--- config.mk ---
export PLATFORM = sky130hd
export DESIGN_NAME = frame_cmd_queue
export DESIGN_NICKNAME = d
export VERILOG_FILES = /design/src/rtl/fcq_pkg.sv /design/src/rtl/fcq_datapath.sv /design/src/rtl/fcq_ctrl.sv /design/src/rtl/frame_cmd_queue.sv
export SDC_FILE = /design/constraint.sdc
export NUM_CORES = 1
export LEC_CHECK = 0
export BUFFER_PORTS_ARGS = -buffer_cell sky130_fd_sc_hd__buf_2
export CAP_MARGIN = 20
export CORE_UTILIZATION = 50
export CTS_CLUSTER_DIAMETER = 40
export DETAILED_ROUTE_END_ITERATION = 6
export PLACE_DENSITY_LB_ADDON = 0.12
export SLEW_MARGIN = 10
export SYNTH_ARGS = -nofsm -noshare
export SYNTH_HDL_FRONTEND = slang
export SYNTH_SLANG_ARGS = --single-unit
--- constraint.sdc ---
create_clock -name clk -period 5.3 [get_ports clk]
set_input_delay 1.59 -clock clk [delete_from_list [all_inputs] [get_ports clk]]
set_output_delay 1.59 -clock clk [all_outputs]
set_load 0.1 [all_outputs]
--- src/rtl/fcq_pkg.sv ---
package fcq_pkg;

  // Strobes sent from control to datapath each cycle
  typedef struct packed {
    logic       stageWr;   // capture wordData into staging slot wordSel
    logic [1:0] wordSel;   // position of the accepted word in its command
    logic       push;      // fourth word: write full command into queue
    logic       pop;       // handshake: retire the head slot
    logic       flush;     // enable low: drop all queued commands
  } dpStrobeT;

endpackage

--- src/rtl/fcq_datapath.sv ---
module fcq_datapath
  import fcq_pkg::*;
#(
  parameter int AW     = 32,
  parameter int QDEPTH = 2
) (
  input  logic          clk,
  input  logic          rstN,
  input  dpStrobeT      strobe,
  input  logic [AW-1:0] wordData,
  output logic [AW-1:0] headY,
  output logic [AW-1:0] headU,
  output logic [AW-1:0] headV,
  output logic [AW-1:0] headOut
);

  localparam int PTR_W = (QDEPTH > 1) ? $clog2(QDEPTH) : 1;
  localparam int ENT_W = 4 * AW;
  localparam logic [PTR_W-1:0] LAST_PTR = PTR_W'(QDEPTH - 1);

  logic [AW-1:0]    stage [3];
  logic [ENT_W-1:0] slot  [QDEPTH];
  logic [PTR_W-1:0] wrPtr, rdPtr;

  // Staging for the first three words of a command
  generate
    for (genvar s = 0; s < 3; s++) begin : g_stage
      always_ff @(posedge clk or negedge rstN) begin
        if (!rstN) begin
          stage[s] <= '0;
        end else if (strobe.stageWr && strobe.wordSel == 2'(s)) begin
          stage[s] <= wordData;
        end
      end
    end
  endgenerate

  // Queue slots, written on the fourth word
  generate
    for (genvar q = 0; q < QDEPTH; q++) begin : g_slot
      always_ff @(posedge clk or negedge rstN) begin
        if (!rstN) begin
          slot[q] <= '0;
        end else if (strobe.push && wrPtr == PTR_W'(q)) begin
          slot[q] <= {stage[0], stage[1], stage[2], wordData};
        end
      end
    end
  endgenerate

  function automatic logic [PTR_W-1:0] nextPtr(input logic [PTR_W-1:0] p);
    return (p == LAST_PTR) ? '0 : p + 1'b1;
  endfunction

  always_ff @(posedge clk or negedge rstN) begin
    if (!rstN) begin
      wrPtr <= '0;
      rdPtr <= '0;
    end else if (strobe.flush) begin
      wrPtr <= '0;
      rdPtr <= '0;
    end else begin
      if (strobe.push) wrPtr <= nextPtr(wrPtr);
      if (strobe.pop)  rdPtr <= nextPtr(rdPtr);
    end
  end

  always_comb begin
    {headY, headU, headV, headOut} = slot[rdPtr];
  end

  // Push and flush are never issued together by the control side
  AST_PUSH_NOT_FLUSH: assert property (@(posedge clk) disable iff (!rstN)
    !(strobe.push && strobe.flush));

  // The staging write and the queue push never both fire in one cycle
  AST_STAGE_XOR_PUSH: assert property (@(posedge clk) disable iff (!rstN)
    !(strobe.push && strobe.stageWr));

endmodule

--- src/rtl/fcq_ctrl.sv ---
module fcq_ctrl
  import fcq_pkg::*;
#(
  parameter int QDEPTH = 2
) (
  input  logic                       clk,
  input  logic                       rstN,
  input  logic                       cmdEnable,
  input  logic                       wordWrite,
  input  logic                       endClear,
  input  logic                       irqEnable,
  input  logic                       startReady,
  input  logic                       frameDone,
  output dpStrobeT                   strobe,
  output logic                       startValid,
  output logic                       engineBusy,
  output logic                       cmdFull,
  output logic [1:0]                 wordCount,
  output logic [$clog2(QDEPTH+1)-1:0] pendingCount,
  output logic                       endStatus,
  output logic                       overflow,
  output logic                       irq
);

  localparam int CNT_W = $clog2(QDEPTH + 1);
  localparam logic [CNT_W-1:0] FULL_CNT = CNT_W'(QDEPTH);

  logic [CNT_W-1:0] count;
  logic [1:0]       wordCnt;
  logic             busy, endFlag, ovfFlag;
  logic             popNow, wrAccept, wrDrop, lastWord;

  assign cmdFull    = (count == FULL_CNT);
  assign startValid = cmdEnable && (count != '0) && !busy;
  assign popNow     = startValid && startReady;
  assign wrAccept   = cmdEnable && wordWrite && (!cmdFull || popNow);
  assign wrDrop     = cmdEnable && wordWrite && cmdFull && !popNow;
  assign lastWord   = wrAccept && (wordCnt == 2'd3);

  always_comb begin
    strobe.stageWr = wrAccept && !lastWord;
    strobe.wordSel = wordCnt;
    strobe.push    = lastWord;
    strobe.pop     = popNow;
    strobe.flush   = !cmdEnable;
  end

  // Word gathering counter
  always_ff @(posedge clk or negedge rstN) begin
    if (!rstN)          wordCnt <= '0;
    else if (!cmdEnable) wordCnt <= '0;
    else if (wrAccept)  wordCnt <= wordCnt + 2'd1;
  end

  // Queue occupancy
  always_ff @(posedge clk or negedge rstN) begin
    if (!rstN)           count <= '0;
    else if (!cmdEnable) count <= '0;
    else begin
      unique case ({lastWord, popNow})
        2'b10:   count <= count + 1'b1;
        2'b01:   count <= count - 1'b1;
        default: count <= count;
      endcase
    end
  end

  // One frame in flight
  always_ff @(posedge clk or negedge rstN) begin
    if (!rstN)          busy <= 1'b0;
    else if (popNow)    busy <= 1'b1;
    else if (frameDone) busy <= 1'b0;
  end

  // End status: set on completion, write-one-to-clear, set wins
  always_ff @(posedge clk or negedge rstN) begin
    if (!rstN)                   endFlag <= 1'b0;
    else if (busy && frameDone)  endFlag <= 1'b1;
    else if (endClear)           endFlag <= 1'b0;
  end

  // Sticky overflow, cleared by dropping the enable
  always_ff @(posedge clk or negedge rstN) begin
    if (!rstN)           ovfFlag <= 1'b0;
    else if (!cmdEnable) ovfFlag <= 1'b0;
    else if (wrDrop)     ovfFlag <= 1'b1;
  end

  assign engineBusy   = busy;
  assign wordCount    = wordCnt;
  assign pendingCount = count;
  assign endStatus    = endFlag;
  assign overflow     = ovfFlag;
  assign irq          = endFlag && irqEnable;

  AST_NO_OVERFLOW: assert property (@(posedge clk) disable iff (!rstN)
    count <= FULL_CNT);

  AST_FULL_NO_PARTIAL: assert property (@(posedge clk) disable iff (!rstN)
    cmdFull |-> wordCnt == 2'd0);

  AST_START_WHEN_IDLE: assert property (@(posedge clk) disable iff (!rstN)
    startValid |-> !engineBusy);

  AST_DROP_KEEPS_COUNT: assert property (@(posedge clk) disable iff (!rstN)
    (cmdEnable && wordWrite && cmdFull && !(startValid && startReady))
      |=> ($stable(wordCnt) && overflow));

  AST_DISABLE_FLUSHES: assert property (@(posedge clk) disable iff (!rstN)
    !cmdEnable |=> (pendingCount == '0 && wordCnt == 2'd0 && !overflow));

  AST_END_SETS: assert property (@(posedge clk) disable iff (!rstN)
    (engineBusy && frameDone) |=> endStatus);

  AST_IDLE_DONE_IGNORED: assert property (@(posedge clk) disable iff (!rstN)
    (!engineBusy && !endStatus && !(startValid && startReady)) |=> !engineBusy && !endStatus);

  AST_HANDSHAKE_BUSY: assert property (@(posedge clk) disable iff (!rstN)
    (startValid && startReady) |=> engineBusy);

endmodule

--- src/rtl/frame_cmd_queue.sv ---
module frame_cmd_queue
  import fcq_pkg::*;
#(
  parameter int AW     = 32,
  parameter int QDEPTH = 2
) (
  input  logic                        clk,
  input  logic                        rstN,
  input  logic                        cmdEnable,
  input  logic                        wordWrite,
  input  logic [AW-1:0]               wordData,
  input  logic                        endClear,
  input  logic                        irqEnable,
  input  logic                        startReady,
  input  logic                        frameDone,
  output logic                        startValid,
  output logic [AW-1:0]               startYAddr,
  output logic [AW-1:0]               startUAddr,
  output logic [AW-1:0]               startVAddr,
  output logic [AW-1:0]               startOutAddr,
  output logic                        engineBusy,
  output logic                        cmdFull,
  output logic [1:0]                  wordCount,
  output logic [$clog2(QDEPTH+1)-1:0] pendingCount,
  output logic                        endStatus,
  output logic                        overflow,
  output logic                        irq
);

  dpStrobeT strobe;

  fcq_ctrl #(.QDEPTH(QDEPTH)) ctrl_i (
    .clk(clk), .rstN(rstN), .cmdEnable(cmdEnable), .wordWrite(wordWrite),
    .endClear(endClear), .irqEnable(irqEnable), .startReady(startReady),
    .frameDone(frameDone), .strobe(strobe), .startValid(startValid),
    .engineBusy(engineBusy), .cmdFull(cmdFull), .wordCount(wordCount),
    .pendingCount(pendingCount), .endStatus(endStatus), .overflow(overflow),
    .irq(irq)
  );

  fcq_datapath #(.AW(AW), .QDEPTH(QDEPTH)) dp_i (
    .clk(clk), .rstN(rstN), .strobe(strobe), .wordData(wordData),
    .headY(startYAddr), .headU(startUAddr), .headV(startVAddr),
    .headOut(startOutAddr)
  );

  // Interrupt always tracks flag and mask
  AST_IRQ_MASK: assert property (@(posedge clk) disable iff (!rstN)
    irq == (endStatus && irqEnable));

endmodule

==> run metrics <==
maximum vdd drop 0.2972 mV; number of remaining DRC errors 0; slowest CP cell dfrtp_4; Power per Cell Area 519.9 nW/um^2; final hold vios 0; First-pass DRT Iterations 4; post-synthesis mux area share 37.08%; max cap viols 0; DR vias 8,349; DR top layer met5; Cell Area, Synth 15,570 um^2; Final Max Slew Viols 0; CTS tree yes; fraction of layout cells with a size suffix above 1 65.71%; Hold WS 498.8 ps; design area 18,710 um^2; Hold Crit Depth 1; R2R Setup Slk 2660 ps; fin crit share 79.04%; DR WL/cell 19.07 um; synthesis-stage register bit count 361; total CTS buffers 51; worst reg-to-reg path cell count 5; Synth Instances 950; setup bufs post-CTS 0; total die area 31,840 um^2; crit path kind reg2out; Critical Path AT 2600 ps; Setup crit end kind output port; Sinks on Clock Net 361; LEAKAGE 0.009464 uW; Total Routing Usage GR 19.47%; critical path, cell by cell buf_4 > mux2_2 > buf_2; commonest non-fill, non-tap cell in the layout mux2_2; Post-Synth Simple-Gate Area 0.7635%; Syn Area/Cell 16.39 um^2; initial antenna violation count 1; Compound-Gate Fraction of Synth Area 1.133%; Yosys warning total 0; top_reg_cell synth dfrtp_1; Reg clk slew, reported paths 50 ps; Post-synth ARST share 100.0%; Slew Limit Headroom 37.30%; Logic pwr share 26.0%; Synth Net Count 994; first-pass GRT wire length 48,670 um; core box area 30,590 um^2; commonest cells after routing, fill and taps aside mux2_2 (390), dfrtp_1 (360), buf_2 (176); metal2 WL 14,050 um; fmax 0.2387 GHz; clock power share 38.4%; CTS Hold Bufs 0; largest net degree at the start of global routing 116; DR iter-0 viols 277; Boundary Pins 178; Starting Density 50.89%; GRT overflow 0; Period minus WS final 4189 ps; biggest cell delay along the critical path 980 ps; routed length on met1 13,910 um; worst hold start dp_i.slot[140]; Post-Synth Adder-Cell Area 0.3215%; register area share after synthesis 58.03%; Detailed Route WL 30,120 um; met3 wire len 1720 um; dpl cell area 16,810 um^2; RSZ-0062 raised after global routing no; setup violators final 0; Clk Latency, worst-skew pair 540 ps; ANT nets after route 0; row count 64; number of synthesized flops with an enable pin 0; post-DP HPWL 17,500 um; CP Launch Type register; Int Power 6390 uW; Die W 178.5 um; vias in the first global route 8,780; final setup skew 17.85 ps; status complete, no violations; post-CTS resize count 0; CP max FO 55; Vias/cell 5.284; r2r endpoint dp_i.slot[166]; largest family of logic cells by synthesized area multiplexers; GPL Wtd Cong 0.6879; setup_tns 0 ps; Flop pwr share 35.6%; die height 178.5 um; synth-to-layout area growth 20.21%; Data required, critical path 3710 ps; CTS Root Cell clkbuf_16; XOR/XNOR share of the synthesized area 0%; Max clock buf depth 3; reg2reg start ctrl_i.wordCount[1]; count of different cell masters after synthesis 34; switching share of power 34.33%; H-tree Lvls 2; final net count 1,187; hold crit path type reg2reg; number of buffers added on ports 177; antenna diode count 0; Slew @ Worst Pin 940.5 ps; Hold Path Sink dp_i.slot[140]; net load switching power 3340 uW
[cell usage after synthesis (2+ instances only)]
library cell | n | area [um^2]
mux2_2 | 390 | 4392
dfrtp_1 | 361 | 9034
mux2_4 | 90 | 1351
buf_4 | 22 | 165.2
buf_6 | 11 | 123.9
clkbuf_1 | 11 | 41.29
nand2_1 | 10 | 37.54
inv_1 | 9 | 33.78
buf_2 | 8 | 40.04
a21oi_1 | 4 | 20.02
ha_1 | 4 | 50.05
a2111oi_4 | 3 | 82.58
buf_1 | 3 | 11.26
mux2i_1 | 3 | 30.03
o21ai_0 | 2 | 10.01
[sequential cells by signal, summed over array words and instances (netlist names)]
| signal | flops |
|---|---|
| ctrl_i.overflow | 1 |
| dp_i.wrPtr | 1 |
| ctrl_i.pendingCount | 2 |
| dp_i.slot | 256 |
| ctrl_i.engineBusy | 1 |
| dp_i.stage | 96 |
| ctrl_i.endStatus | 1 |
| ctrl_i.wordCount | 2 |
| dp_i.rdPtr | 1 |
[worst max-delay path: cells and delay by family, from the launching register on]
kind / cells / cell delay [ps]
buffers and inverters: 2 / 660
muxes: 1 / 370
DFF: 1 / 980
[final cells by class]
class / instances / area [um^2]
flip-flops and latches: 361 / 9037
clock inverters: 38 / 573.1
fillers: 2398 / 11880
repair buffers: 195 / 1094
inverters: 9 / 33.78
clock buffers: 56 / 1335
well taps: 396 / 495.5
multi-input cells: 525 / 6146
[metrics by stage]
step / cells / setup WS (ps) / power (uW) / util, %
2_1_floorplan: 950 / 654.1 / 5608 / -
3_3_place_gp: 1486 / 1189 / 6028 / 54.94
3_5_place_dp: 1486 / 1159 / 6054 / 54.94
4_1_cts: 1580 / 1061 / 9839 / 61.18
5_1_grt: 1580 / 986.7 / 10110 / 61.18
6_report: 1580 / 1111 / 9730 / 61.18
[how the worst max path moves through the flow]
stage,cells past startpoint,endpoint,startpoint
after floorplan,3,startValid,cmdEnable
after global placement,4,startValid,cmdEnable
after detailed placement,4,startValid,cmdEnable
after CTS,3,startYAddr[22],dp_i.rdPtr
after global routing,3,startYAddr[24],dp_i.rdPtr
final,3,startYAddr[21],dp_i.rdPtr
[power groups by stage]
stage | combinational [uW] | sequential, uW | clock (uW)
detailed placement | 2540 | 3510 | 0
finish | 2530 | 3470 | 3730
global route | 2640 | 3530 | 3940
global placement | 2530 | 3500 | 0
floorplan | 2180 | 3430 | 0
CTS | 2550 | 3470 | 3810
[cells by family (layout without fill, tap and decap cells)]
kind of cell / count (synthesis) / after routing
AND/OR/NAND/NOR: 21 / 21
multiplexers: 483 / 483
flip-flops: 361 / 361
adder cells (fa/ha/maj): 4 / 4
AO/OA/AOI/OAI: 17 / 17
buffers and inverters: 64 / 298
[routing by layer]
metal  vias to the layer above  GRT usage (%)
li1                       3816              -
met2                       164          30.07
met3                        40          5.243
met4                         2          4.908
met5                         -              0
met1                      4327          27.19
(Power assumes the default switching activity.)
